### src/rtl/usb_frame_timer_pkg.sv
package usb_frame_timer_pkg;
    localparam int unsigned FR_W_DEF   = 14;
    localparam int unsigned PKT_W_DEF  = 15;
    localparam int unsigned FN_W_DEF   = 16;
    localparam int unsigned WORD_W_DEF = 32;
    localparam int unsigned NOMINAL_DEF = 11999;
    // Control word field positions
    localparam int unsigned PKT_LSB_DEF = 16;
endpackage

### src/rtl/ufrt_ctrl_reg.sv
module ufrt_ctrl_reg
    import usb_frame_timer_pkg::*;
#(
    parameter int unsigned FR_W    = FR_W_DEF,
    parameter int unsigned PKT_W   = PKT_W_DEF,
    parameter int unsigned WORD_W  = WORD_W_DEF,
    parameter int unsigned PKT_LSB = PKT_LSB_DEF,
    parameter int unsigned NOMINAL = NOMINAL_DEF
) (
    input  logic              clk,
    input  logic              rst_n,
    input  logic              host_rst,
    input  logic              wr_en,
    input  logic [WORD_W-1:0] wr_data,
    output logic [FR_W-1:0]   ivl,
    output logic              ivl_tgl,
    output logic [PKT_W-1:0]  pkt_seed
);
    localparam int unsigned TGL_POS = WORD_W - 1;
    localparam logic [FR_W-1:0] NOM = FR_W'(NOMINAL);

    typedef struct packed {
        logic             tgl;
        logic [PKT_W-1:0] pkt;
        logic [FR_W-1:0]  ivl;
    } ctrl_t;

    ctrl_t ctrl_d, ctrl_q;

    logic unused_gap;
    assign unused_gap = ^wr_data[PKT_LSB-1:FR_W];

    always_comb begin
        ctrl_d = ctrl_q;
        if (host_rst) begin
            ctrl_d.ivl = NOM;
        end else if (wr_en) begin
            ctrl_d.tgl = wr_data[TGL_POS];
            ctrl_d.pkt = wr_data[PKT_LSB +: PKT_W];
            ctrl_d.ivl = wr_data[FR_W-1:0];
        end
    end

    always_ff @(posedge clk) begin
        if (!rst_n) begin
            ctrl_q.tgl <= 1'b0;
            ctrl_q.pkt <= '0;
            ctrl_q.ivl <= NOM;
        end else begin
            ctrl_q <= ctrl_d;
        end
    end

    assign ivl      = ctrl_q.ivl;
    assign ivl_tgl  = ctrl_q.tgl;
    assign pkt_seed = ctrl_q.pkt;
endmodule

### src/rtl/ufrt_frame_cnt.sv
module ufrt_frame_cnt
    import usb_frame_timer_pkg::*;
#(
    parameter int unsigned FR_W = FR_W_DEF,
    parameter int unsigned FN_W = FN_W_DEF
) (
    input  logic            clk,
    input  logic            rst_n,
    input  logic            host_rst,
    input  logic            go_oper,
    input  logic            bit_tick,
    input  logic [FR_W-1:0] ivl,
    input  logic            ivl_tgl,
    output logic [FR_W-1:0] frm_left,
    output logic            frm_left_tgl,
    output logic [FN_W-1:0] frm_num,
    output logic            sof,
    output logic            oper,
    output logic            seed_load,
    output logic            budget_step
);
    localparam logic [FR_W-1:0] ONE = FR_W'(1);

    typedef struct packed {
        logic            run;
        logic [FR_W-1:0] left;
        logic            tgl;
        logic [FN_W-1:0] num;
        logic            sof;
    } fcnt_t;

    fcnt_t st_d, st_q;

    always_comb begin
        st_d        = st_q;
        st_d.sof    = 1'b0;
        seed_load   = 1'b0;
        budget_step = 1'b0;
        if (host_rst) begin
            st_d = '0;
        end else if (go_oper) begin
            st_d.run  = 1'b1;
            st_d.left = ivl;
            seed_load = 1'b1;
        end else if (st_q.run && bit_tick) begin
            if (st_q.left == '0) begin
                st_d.left = ivl;
                st_d.num  = st_q.num + 1'b1;
                st_d.sof  = 1'b1;
                seed_load = 1'b1;
                if (ivl == '0) begin
                    st_d.tgl = ivl_tgl;
                end
            end else begin
                st_d.left   = st_q.left - ONE;
                budget_step = 1'b1;
                if (st_q.left == ONE) begin
                    st_d.tgl = ivl_tgl;
                end
            end
        end
    end

    always_ff @(posedge clk) begin
        if (!rst_n) begin
            st_q <= '0;
        end else begin
            st_q <= st_d;
        end
    end

    assign frm_left     = st_q.left;
    assign frm_left_tgl = st_q.tgl;
    assign frm_num      = st_q.num;
    assign sof          = st_q.sof;
    assign oper         = st_q.run;
endmodule

### src/rtl/ufrt_pkt_budget.sv
module ufrt_pkt_budget
    import usb_frame_timer_pkg::*;
#(
    parameter int unsigned PKT_W = PKT_W_DEF
) (
    input  logic             clk,
    input  logic             rst_n,
    input  logic             clr,
    input  logic             load,
    input  logic             step,
    input  logic [PKT_W-1:0] seed,
    output logic [PKT_W-1:0] budget
);
    typedef struct packed {
        logic [PKT_W-1:0] cnt;
    } bud_t;

    bud_t b_d, b_q;

    always_comb begin
        b_d = b_q;
        if (clr) begin
            b_d.cnt = '0;
        end else if (load) begin
            b_d.cnt = seed;
        end else if (step && (b_q.cnt != '0)) begin
            b_d.cnt = b_q.cnt - 1'b1;
        end
    end

    always_ff @(posedge clk) begin
        if (!rst_n) begin
            b_q <= '0;
        end else begin
            b_q <= b_d;
        end
    end

    assign budget = b_q.cnt;
endmodule

### src/rtl/usb_frame_timer.sv
module usb_frame_timer
    import usb_frame_timer_pkg::*;
#(
    parameter int unsigned FR_W    = FR_W_DEF,
    parameter int unsigned PKT_W   = PKT_W_DEF,
    parameter int unsigned FN_W    = FN_W_DEF,
    parameter int unsigned WORD_W  = WORD_W_DEF,
    parameter int unsigned PKT_LSB = PKT_LSB_DEF,
    parameter int unsigned NOMINAL = NOMINAL_DEF
) (
    input  logic              clk,
    input  logic              rst_n,
    input  logic              host_rst,
    input  logic              go_oper,
    input  logic              bit_tick,
    input  logic              wr_en,
    input  logic [WORD_W-1:0] wr_data,
    output logic [FR_W-1:0]   frm_left,
    output logic              frm_left_tgl,
    output logic [FN_W-1:0]   frm_num,
    output logic              sof,
    output logic [PKT_W-1:0]  pkt_budget
);
    logic [FR_W-1:0]  ivl_w;
    logic             ivl_tgl_w;
    logic [PKT_W-1:0] seed_w;
    logic             oper_w;
    logic             seed_load_w;
    logic             step_w;

    ufrt_ctrl_reg #(
        .FR_W(FR_W), .PKT_W(PKT_W), .WORD_W(WORD_W),
        .PKT_LSB(PKT_LSB), .NOMINAL(NOMINAL)
    ) u_ctrl (
        .clk(clk), .rst_n(rst_n), .host_rst(host_rst),
        .wr_en(wr_en), .wr_data(wr_data),
        .ivl(ivl_w), .ivl_tgl(ivl_tgl_w), .pkt_seed(seed_w)
    );

    ufrt_frame_cnt #(.FR_W(FR_W), .FN_W(FN_W)) u_fcnt (
        .clk(clk), .rst_n(rst_n), .host_rst(host_rst),
        .go_oper(go_oper), .bit_tick(bit_tick),
        .ivl(ivl_w), .ivl_tgl(ivl_tgl_w),
        .frm_left(frm_left), .frm_left_tgl(frm_left_tgl),
        .frm_num(frm_num), .sof(sof), .oper(oper_w),
        .seed_load(seed_load_w), .budget_step(step_w)
    );

    ufrt_pkt_budget #(.PKT_W(PKT_W)) u_bud (
        .clk(clk), .rst_n(rst_n), .clr(host_rst),
        .load(seed_load_w), .step(step_w),
        .seed(seed_w), .budget(pkt_budget)
    );
endmodule

### config.mk
export PLATFORM = sky130hd
export DESIGN_NAME = usb_frame_timer
export DESIGN_NICKNAME = d
export VERILOG_FILES = /design/src/rtl/usb_frame_timer_pkg.sv /design/src/rtl/ufrt_ctrl_reg.sv /design/src/rtl/ufrt_frame_cnt.sv /design/src/rtl/ufrt_pkt_budget.sv /design/src/rtl/usb_frame_timer.sv
export SDC_FILE = /design/constraint.sdc
export NUM_CORES = 1
export LEC_CHECK = 0
export BUFFER_PORTS_ARGS = -buffer_cell sky130_fd_sc_hd__buf_2
export CORE_MARGIN = 1
export CORE_UTILIZATION = 25
export DETAILED_ROUTE_END_ITERATION = 8
export PLACE_DENSITY = 0.52
export SKIP_LAST_GASP = 1
export SYNTH_ARGS = -nofsm -noshare
export SYNTH_HDL_FRONTEND = slang
export SYNTH_SLANG_ARGS = --single-unit
### constraint.sdc
create_clock -name clk -period 4.25 [get_ports clk]
set_clock_uncertainty 0.15 [all_clocks]
set_input_delay 0.2125 -clock clk [delete_from_list [all_inputs] [get_ports clk]]
set_output_delay 0.2125 -clock clk [all_outputs]
set_load 0.02 [all_outputs]
==> flow_metrics.env, run 1 <==
export IMPL_dr_pass1_iters=5
export IMPL_dp_hpwl_um=7430
export IMPL_coreArea_sq_mm=0.0140
export IMPL_cap_violations=0
export IMPL_cp_cell_sequence="inv_1, ha_1, or4b_1, or4_4, and4_1, nor2_1, o21ai_0, a21oi_1"
export IMPL_synth_fp_nets=478
export IMPL_post_route_util_pct=34.2
export IMPL_power_density_mw_per_mm2=380
export IMPL_grt_overflow=0
export IMPL_num_vias=3561
export IMPL_tritoncts="done"
export IMPL_grt_pass1_vias=3533
export IMPL_ys_seq_area_share_pct=43.0
export IMPL_cts_sink_count=78
export IMPL_synth_edf_count=0
export IMPL_path_delay_family="simple AND/OR/NAND/NOR gates"
export IMPL_cp_num_buf_inv=1
export IMPL_synth_flop_cell="dfxtp_1"
export IMPL_die_w_um=122
export IMPL_internal_power_mw=1.37
export IMPL_vias_per_cell=4.94
export IMPL_portBuffers=82
export IMPL_place_gp_congestion=0.802
export IMPL_postSynthCellCount=435
export IMPL_p_switching_mw=0.452
export IMPL_nets=579
export IMPL_path_class="reg -> reg"
export IMPL_drcViolationCount=0
export IMPL_slowest_delay_ps=600
export IMPL_synth_area_top_cells="dfxtp_1 (43%), nand2_1 (7.3%), mux2i_1 (4.1%)"
export IMPL_grt_pass1_wl_um=17100
export IMPL_root_buffer="clkbuf_16"
export IMPL_reg2reg_slack_ps=1140
export IMPL_ant_nets=0
export IMPL_setup_tns_ps=0
export IMPL_max_freq_mhz=321
export IMPL_critical_path_arrival_ps=3230
export IMPL_regArea_sq_mm=0.00156
export IMPL_hp_class="in -> reg"
export IMPL_drive_above_1_share_pct=19.8
export IMPL_synth_seq_cells=78
export IMPL_grt_max_degree=37
export IMPL_status="finished, final reports clean"
export IMPL_worst_slew_pin_slew_ps=1120
export IMPL_clkTransAtPathRegs_ps=60
export IMPL_antenna_cells=0
export IMPL_synth_top_area_share_pct=43.0
export IMPL_h_tree_depth=3
export IMPL_clockBufferDepth=2
export IMPL_min_period_over_period_pct=73.2
export IMPL_maxSlewViolCount=0
export IMPL_swShare_pct=24.8
export IMPL_layout_common_cells="buf_2 (82), dfxtp_1 (78), nand2_1 (71), nor2_1 (38), dlygate4sd3_1 (30)"
export IMPL_clkPwrFrac_pct=46.5
export IMPL_final_cell_count_no_fill=721
export IMPL_dp_cells=675
export IMPL_start_util_pct=25.8
export IMPL_rsz0062_at_grt="false"
export IMPL_yosysTopAreaCell="dfxtp_1"
export IMPL_path_max_fanout=12
export IMPL_synth_distinct_cells=47
export IMPL_cts_buffers=9
export IMPL_post_drt_wl_per_cell_um=14.7
export IMPL_combPwrFrac_pct=11.1
export IMPL_required_ps=4370
export IMPL_area_delta_synth_final_pct=32.2
export IMPL_dieHeight_um=122
export IMPL_mostFrequentLayoutCell="buf_2"
export IMPL_period_needed_ps=3110
export IMPL_grt_use_total_pct=15.0
export IMPL_power_frac_seq_pct=42.5
export IMPL_drt_wl_total_um=10600
export IMPL_core_rowCount=43
export IMPL_ys_async_sr_fraction_pct=0
export IMPL_slowest_stage="or4_4"
export IMPL_fill_cells=1478
export IMPL_final_hold_viol_count=0
export IMPL_cts_setup_buffers=0
export IMPL_slew_headroom_pct=25.1
export IMPL_yosysWarningCount=0
export IMPL_drt_initial_drc_count=200
export IMPL_io_pins=85
export IMPL_multiInputGateArea_sq_mm=0.00193
export IMPL_dieArea_sq_mm=0.0150
export IMPL_antenna_found_initial=0
export IMPL_syn_cell_area_sq_mm=0.00363
export IMPL_setup_viol=0
export IMPL_leakage_nw=1.95
export IMPL_avgSynthCellArea_sq_um=8.34
export IMPL_peakVddDrop_mv=0.181
export IMPL_worstSetupEndpointType="flip-flop"
export IMPL_insertion_delay_ps=350
export IMPL_cp_start_kind="flip-flop"
[per-layer routing]
metal	vias up	track usage (%)	wire length, um
met5	-	0	0
li1	1754	-	-
met4	0	7.01	228
met3	19	4.32	567
met1	1696	17.5	4800
met2	92	25.1	5030
[what timing repair did]
action / CTS / global route
endpoints found under the hold margin: 30 / 0
resized for setup: 0 / 0
hold buffers: 30 / 0
[cells by family after synthesis]
logic type,share of synthesized area (%)
AND/OR/NAND/NOR,25.2
AO/OA/AOI/OAI,17.1
flip-flops,43.0
buffers and inverters,3.72
XOR/XNOR,4.83
multiplexers,4.45
adder cells (fa/ha/maj),1.72
[power groups by stage]
stage               Sequential (mW)  Clock (mW)  Combinational (mW)
floorplan                     0.792           0               0.118
global placement              0.789           0               0.176
detailed placement            0.790           0               0.180
CTS                           0.773       0.870               0.202
global route                  0.777       0.895               0.223
finish                        0.773       0.847               0.201
[synth_stat cells (3+ instances only)]
cell type	number
a21boi_0	16
a21o_1	3
a21oi_1	28
a221oi_1	4
a22oi_1	4
a31oi_1	7
a32oi_1	4
and3_1	4
and4_1	3
buf_2	3
clkbuf_1	19
dfxtp_1	78
ha_1	5
inv_1	6
mux2i_1	15
nand2_1	71
nand3_1	13
nand4_1	6
nor2_1	38
nor3_1	21
nor4_1	10
o21ai_0	16
o22ai_1	3
o311ai_0	3
or2_2	3
or3_1	6
xnor2_1	6
xor2_1	14
[state kept, by name (all words and copies together) (netlist names)]
signal and count:
u_fcnt.frm_left_tgl 1, u_bud.budget 15, u_ctrl.ivl_tgl 1, u_ctrl.ivl 14, u_fcnt.frm_left 14, u_ctrl.pkt_seed 15, u_fcnt.oper 1, u_fcnt.sof 1
u_fcnt.frm_num 16
[worst register-to-register path: cells and delay by family, from the launching register on]
| family | cells | cell delay (ps) |
|---|---|---|
| AOI/OAI and AO/OA | 2 | 330 |
| DFF | 1 | 400 |
| buffers and inverters | 1 | 130 |
| and+or+nand+nor | 4 | 1850 |
| adders and majority gates | 1 | 190 |
[stage by stage]
| step | power (mW) | setup WS (ps) | hold slack (ps) | cell area, sq um |
|---|---|---|---|---|
| after floorplan | 0.911 | 1520 | 191 | 3630 |
| after CTS | 1.85 | 1180 | 42.9 | 4800 |
| after global routing | 1.90 | 949 | 67.5 | 4800 |
| after global placement | 0.966 | 1270 | 280 | 4180 |
| final | 1.82 | 1140 | 60.4 | 4800 |
| after detailed placement | 0.970 | 1200 | 289 | 4180 |
[final cells by class]
class                      instances  area share (%)
inverter                           6           0.469
tap                              180            4.69
clock inverter                     5            1.69
clock buffer                      11            5.06
multi-input combinational        326            40.3
sequential                        78            32.5
timing repair buffer             115            15.3
[worst paths after layout]
path,from,endpoint,cells after the start
max,u_fcnt.frm_left[0],u_bud.budget[9],8
min,go_oper,u_fcnt.oper,3
min reg2reg,u_ctrl.pkt_seed[5],u_ctrl.pkt_seed[5],2
max reg2reg,u_fcnt.frm_left[0],u_bud.budget[9],8
No activity file was read; power rests on OpenSTA's default activity.
==> run 2: changes to the inputs <==
--- a/config.mk
+++ b/config.mk
@@ -5,6 +5,7 @@
 export SDC_FILE = /design/constraint.sdc
 export NUM_CORES = 1
 export LEC_CHECK = 0
+export ABC_AREA = 1
 export BUFFER_PORTS_ARGS = -buffer_cell sky130_fd_sc_hd__buf_2
 export CORE_MARGIN = 1
 export CORE_UTILIZATION = 25
==> constraint.sdc (replaced) <==
create_clock -name clk -period 3.05 [get_ports clk]
set_clock_uncertainty 0.15 [all_clocks]
set_input_delay 0.1525 -clock clk [delete_from_list [all_inputs] [get_ports clk]]
set_output_delay 0.1525 -clock clk [all_outputs]
set_load 0.02 [all_outputs]
==> run 2 against run 1 <==
Compared with the run above: sequential power is 40% higher; critical path depth increased by 3; wire length increased by 14%; cell count increased by 33%; critical path type unchanged; highest routed layer unchanged.
==> flow_metrics.env, run 2 <==
export IMPL_status="finished, final reports clean"
export IMPL_post_route_util_pct=33.3
export IMPL_startpoint="u_fcnt.frm_left[0]"
export IMPL_grtUsageMet2_pct=22.1
export IMPL_path_delay_family="simple AND/OR/NAND/NOR gates"
export IMPL_setup_viol=0
export IMPL_h_tree_depth=3
export IMPL_cp_depth=11
export IMPL_period_needed_ps=2180
export IMPL_leakage_nw=2.55
export IMPL_cts_hold_buf=31
export IMPL_cts_buffers=9
export IMPL_core_rowCount=46
export IMPL_max_freq_mhz=458
export IMPL_path_class="reg -> reg"
export IMPL_synth_top_area_share_pct=37.5
export IMPL_rsz0062_at_grt="false"
export IMPL_start_util_pct=25.9
export IMPL_dp_hpwl_um=8770
export IMPL_reg2regPathDepth=11
export IMPL_grt_max_degree=25
export IMPL_slew_headroom_pct=49.3
export IMPL_grt_use_total_pct=14.7
export IMPL_drive_above_1_share_pct=16.5
export IMPL_synth_seq_cells=78
export IMPL_cp_cell_sequence="inv_1, ha_1, nand2_1, nor2_4, nand3_2, nand2_4, nand2_4, nand2_4, inv_2, nor2_1, nor2_1"
export IMPL_min_period_over_period_pct=71.5
export IMPL_worstSetupEndpointType="flip-flop"
export IMPL_cts_sink_count=78
export IMPL_syn_cell_area_sq_mm=0.00416
export IMPL_endpoint="u_bud.budget[4]"
export IMPL_antenna_found_initial=0
export IMPL_synth_distinct_cells=36
export IMPL_internal_power_mw=1.74
export IMPL_required_ps=3150
export IMPL_r2r_start="u_fcnt.frm_left[0]"
export IMPL_root_buffer="clkbuf_16"
export IMPL_synth_area_top_cells="dfxtp_1 (38%), nand2_1 (12%), nor2_1 (10%)"
export IMPL_dieArea_sq_mm=0.0172
export IMPL_synthTopCellsByCount="nand2_1 (136), nor2_1 (114), dfxtp_1 (78), inv_1 (74), nand3_1 (51)"
export IMPL_grt_pass1_wl_um=19200
export IMPL_cp_start_kind="flip-flop"
export IMPL_die_w_um=131
export IMPL_slowest_delay_ps=330
export IMPL_synth_edf_count=0
export IMPL_clockBufferDepth=2
export IMPL_use_met3_pct=3.75
export IMPL_path_max_fanout=24
export IMPL_fill_cells=1750
export IMPL_combPwrFrac_pct=15.9
export IMPL_ys_async_sr_fraction_pct=0
export IMPL_nets=786
export IMPL_ys_seq_area_share_pct=37.5
export IMPL_largest_register_ffs=16
export IMPL_tritoncts="done"
export IMPL_antenna_cells=0
export IMPL_num_vias=4180
export IMPL_yosysTopAreaCell="dfxtp_1"
export IMPL_hp_class="in -> reg"
export IMPL_critical_path_arrival_ps=2280
export IMPL_post_drt_wl_per_cell_um=12.6
export IMPL_reg2reg_slack_ps=870
export IMPL_p_switching_mw=0.714
export IMPL_insertion_delay_ps=350
export IMPL_setup_tns_ps=0
export IMPL_yosysWarningCount=0
export IMPL_final_hold_viol_count=0
export IMPL_drcViolationCount=0
export IMPL_maxSlewViolCount=0
export IMPL_clkTransAtPathRegs_ps=60
export IMPL_slowest_stage="dfxtp_1"
export IMPL_portBuffers=82
export IMPL_dieHeight_um=131
export IMPL_drt_wl_total_um=12200
export IMPL_layout_common_cells="nand2_1 (136), nor2_1 (113), buf_2 (82), dfxtp_1 (78), inv_1 (74)"
export IMPL_postSynthCellCount=633
export IMPL_worst_slew_pin_slew_ps=760
export IMPL_cts_setup_buffers=0
export IMPL_grt_pass1_vias=3791
export IMPL_io_pins=85
export IMPL_cap_violations=0
export IMPL_vias_per_cell=4.35
export IMPL_crit_path_frequent_cell="nand2_4"
export IMPL_synth_fp_nets=676
export IMPL_drt_initial_drc_count=244
export IMPL_peakVddDrop_mv=0.287
export IMPL_met1_usage_pct=20.1
export IMPL_ant_nets=0
export IMPL_clkPwrFrac_pct=40.1
export IMPL_swShare_pct=29.1
export IMPL_synth_flop_cell="dfxtp_1"
export IMPL_yosysMostFrequentCell="nand2_1"
export IMPL_power_density_mw_per_mm2=460
export IMPL_coreArea_sq_mm=0.0161
export IMPL_gr_max_usage_layer="met2"
export IMPL_power_frac_seq_pct=44.1
export IMPL_cp_num_buf_inv=2
export IMPL_post_cts_resized=0
export IMPL_grt_overflow=0
export IMPL_area_delta_synth_final_pct=28.3
export IMPL_avgSynthCellArea_sq_um=6.57
export IMPL_dr_pass1_iters=4
export IMPL_mostFrequentLayoutCell="nand2_1"
export IMPL_r2r_end="u_bud.budget[4]"
export IMPL_place_gp_congestion=0.803
## run 2: cell types whose count changed in the layout (fill, tap and decap cells not counted), moves of 12 or more
cell,before,now
nor2_1,38,113
inv_1,6,74
nand2_1,71,136
nand3_1,13,51
o21ai_0,16,39
a21boi_0,16,0
mux2i_1,15,0
a21oi_1,28,40
## run 2: power groups by stage
stage	sequential [mW]	clock [mW]	combinational [mW]
final	1.08	0.984	0.389
after global routing	1.09	1.06	0.438
after CTS	1.08	1.01	0.391
after detailed placement	1.11	0	0.359
after global placement	1.10	0	0.358
after floorplan	1.11	0	0.246
## run 2: layout make-up
cell class | instances | area, sq um | area share (%)
Sequential cell | 78 | 1560 | 29.2
Clock buffer | 10 | 229 | 4.29
Multi-Input combinational cell | 458 | 2200 | 41.2
Tap cell | 216 | 270 | 5.06
Inverter | 78 | 293 | 5.48
Clock inverter | 4 | 26.3 | 0.492
Timing Repair Buffer | 118 | 758 | 14.2
## run 2: worst register-to-register path: stages (launching register included)
cell	delay, ps
dfxtp_1	330
inv_1	180
ha_1	180
nand2_1	80
nor2_4	180
nand3_2	120
nand2_4	270
nand2_4	150
nand2_4	170
inv_2	90
nor2_1	120
nor2_1	40
## run 2: cell families (layout without fill, tap and decap cells)
kind of cell / count (synthesis) / in the layout / share of synthesized area, %
simple gates: 346 / 346 / 36.8
buf+inv: 97 / 210 / 9.62
compound gates: 95 / 95 / 12.0
flops: 78 / 78 / 37.5
xor+xnor: 12 / 12 / 2.53
fa+ha+maj: 5 / 5 / 1.50
## run 2: how the worst min path moves through the flow
stage | start | end | depth (start not counted)
final | rst_n | u_ctrl.pkt_seed[1] | 3
after CTS | rst_n | u_ctrl.pkt_seed[3] | 3
after floorplan | wr_en | u_ctrl.ivl[7] | 2
after global placement | wr_data[1] | u_ctrl.ivl[1] | 3
after global routing | rst_n | u_ctrl.pkt_seed[3] | 3
after detailed placement | wr_data[9] | u_ctrl.ivl[9] | 3
## run 2: metrics by stage
step	instances	hold WS (ps)	setup WS, ps	total power, mW	instance area (sq um)
finish	962	26.0	869	2.46	5340
global route	962	38.6	694	2.59	5340
CTS	962	22.4	828	2.49	5340
detailed placement	917	224	852	1.46	4770
global placement	917	225	880	1.46	4770
floorplan	633	125	1230	1.36	4160
## run 2: metal layers
| layer | routed length, um | vias to the layer above | share of wire (%) |
|---|---|---|---|
| li1 | - | 2253 | - |
| met1 | 6250 | 1838 | 51 |
| met2 | 5200 | 78 | 43 |
| met3 | 533 | 11 | 4.4 |
| met4 | 176 | 0 | 1.4 |
| met5 | 0 | - | 0 |
==> run 3: changes to the inputs <==
==> constraint.sdc (replaced) <==
create_clock -name clk -period 2.15 [get_ports clk]
set_clock_uncertainty 0.15 [all_clocks]
set_input_delay 0.1075 -clock clk [delete_from_list [all_inputs] [get_ports clk]]
set_output_delay 0.1075 -clock clk [all_outputs]
set_load 0.02 [all_outputs]
==> run 3 against run 2 <==
Compared with the run above: fmax grew 15%; hold slack gained 58 ps; non-clock buffer count grew 29; first-iteration DRC count grew 14%; via count grew 4.1%; sequential power grew 42%; sequential share of layout area shrank 1.8 points; cell area grew 6.5%; register-to-register slack lost 620 ps; worst setup slack lost 620 ps; critical path type unchanged.
==> flow_metrics.env, run 3 (synthesis gave the netlist of run 2 again) <==
export IMPL_layout_common_cells="nand2_1 (136), nor2_1 (113), buf_2 (82), dfxtp_1 (78), inv_1 (74)"
export IMPL_drt_initial_drc_count=277
export IMPL_cap_violations=0
export IMPL_place_gp_congestion=0.806
export IMPL_area_delta_synth_final_pct=36.7
export IMPL_required_ps=2240
export IMPL_holdWs_ps=83.9
export IMPL_maxSlewViolCount=0
export IMPL_layout_setup_ws_ps=247
export IMPL_num_vias=4350
export IMPL_startpoint="u_bud.budget[0]"
export IMPL_start_util_pct=25.9
export IMPL_multiInputGateArea_sq_mm=0.00220
export IMPL_worst_slew_pin_slew_ps=1040
export IMPL_slew_headroom_pct=30.4
export IMPL_h_tree_depth=3
export IMPL_status="finished, final reports clean"
export IMPL_cp_start_kind="flip-flop"
export IMPL_portBuffers=82
export IMPL_r2r_start="u_bud.budget[0]"
export IMPL_power_density_mw_per_mm2=692
export IMPL_min_period_over_period_pct=88.5
export IMPL_finalPower_mw=3.94
export IMPL_rsz0062_at_grt="false"
export IMPL_post_dp_cell_area_sq_mm=0.00487
export IMPL_root_buffer="clkbuf_16"
export IMPL_tritoncts="done"
export IMPL_dp_hpwl_um=9020
export IMPL_place_ws_ps=237
export IMPL_cts_hold_buf=47
export IMPL_cts_buffers=9
export IMPL_nets=815
export IMPL_cts_setup_buffers=0
export IMPL_hp_class="in -> reg"
export IMPL_peakVddDrop_mv=0.381
export IMPL_antenna_cells=0
export IMPL_drt_wl_total_um=12500
export IMPL_clkTransAtPathRegs_ps=60
export IMPL_insertion_delay_ps=340
export IMPL_fill_cells=1763
export IMPL_setup_tns_ps=0
export IMPL_leakage_nw=2.75
export IMPL_dr_pass1_iters=4
export IMPL_core_rowCount=46
export IMPL_grt_max_degree=27
export IMPL_drcViolationCount=0
export IMPL_cts_sink_count=78
export IMPL_dieArea_sq_mm=0.0172
export IMPL_worstSetupEndpointType="flip-flop"
export IMPL_largest_register_ffs=16
export IMPL_critical_path_arrival_ps=1990
export IMPL_grt_pass1_vias=4019
export IMPL_worstHoldStart="wr_en"
export IMPL_path_max_fanout=11
export IMPL_final_cell_count_no_fill=993
export IMPL_regArea_sq_mm=0.00156
export IMPL_grt_use_total_pct=15.6
export IMPL_post_cts_resized=0
export IMPL_grt_overflow=0
export IMPL_period_needed_ps=1900
export IMPL_dp_cells=930
export IMPL_post_route_util_pct=35.4
export IMPL_mostFrequentLayoutCell="nand2_1"
export IMPL_vias_per_cell=4.38
export IMPL_antenna_found_initial=0
export IMPL_coreArea_sq_mm=0.0161
export IMPL_path_class="reg -> reg"
export IMPL_grt_pass1_wl_um=20500
export IMPL_dieHeight_um=131
export IMPL_reg2regPathDepth=12
export IMPL_final_hold_viol_count=0
export IMPL_io_pins=85
export IMPL_holdPathStages=4
export IMPL_die_w_um=131
export IMPL_post_drt_wl_per_cell_um=12.5
export IMPL_setup_viol=0
export IMPL_ant_nets=0
export IMPL_clockBufferDepth=2
export IMPL_drive_above_1_share_pct=17.9
export IMPL_post_route_cell_area_sq_mm=0.00569
export IMPL_max_freq_mhz=525
run 3: power by group:
group | leakage, nW | total, mW | internal [mW] | switching, mW
sequential | 0.636 | 1.53 | 1.50 | 0.0389
combinational | 1.95 | 0.599 | 0.247 | 0.352
clock | 0.170 | 1.80 | 1.14 | 0.662
total | 2.75 | 3.94 | 2.88 | 1.05
run 3: final cells by class:
class | count | share of cell area [%]
clock buffer | 9 | 3.96
inverter | 78 | 5.15
clock inverter | 7 | 2.13
tap | 216 | 4.75
multi-input combinational | 458 | 38.7
timing repair buffer | 147 | 17.9
sequential | 78 | 27.4
run 3: worst paths after layout:
| kind | to | slack (ps) |
|---|---|---|
| worst min-delay path | u_ctrl.ivl[5] | 80 |
| worst min register to register | u_ctrl.pkt_seed[0] | 320 |
| worst max register to register | u_bud.budget[13] | 250 |
| worst max-delay path | u_bud.budget[13] | 250 |
run 3: worst max-delay path, stage by stage, from the launching register on:
cell and delay, ps:
dfxtp_1 340, inv_1 100, ha_1 190, nand3_1 130, nor2_2 220, nand2_1 130, inv_1 70, nor2_1 40
buf_4 170, nand2_1 70, nand2_1 50, nor2_1 90, nor2_1 50
run 3: metal layers:
metal / routed length, um / GRT usage (%) / up-vias / part of all wire (%)
met2: 5450 / 23.9 / 83 / 44
met3: 550 / 3.75 / 10 / 4.4
li1: - / - / 2309 / -
met5: 0 / 0 / - / 0
met1: 6310 / 21.7 / 1948 / 51
met4: 148 / 4.39 / 0 / 1.2
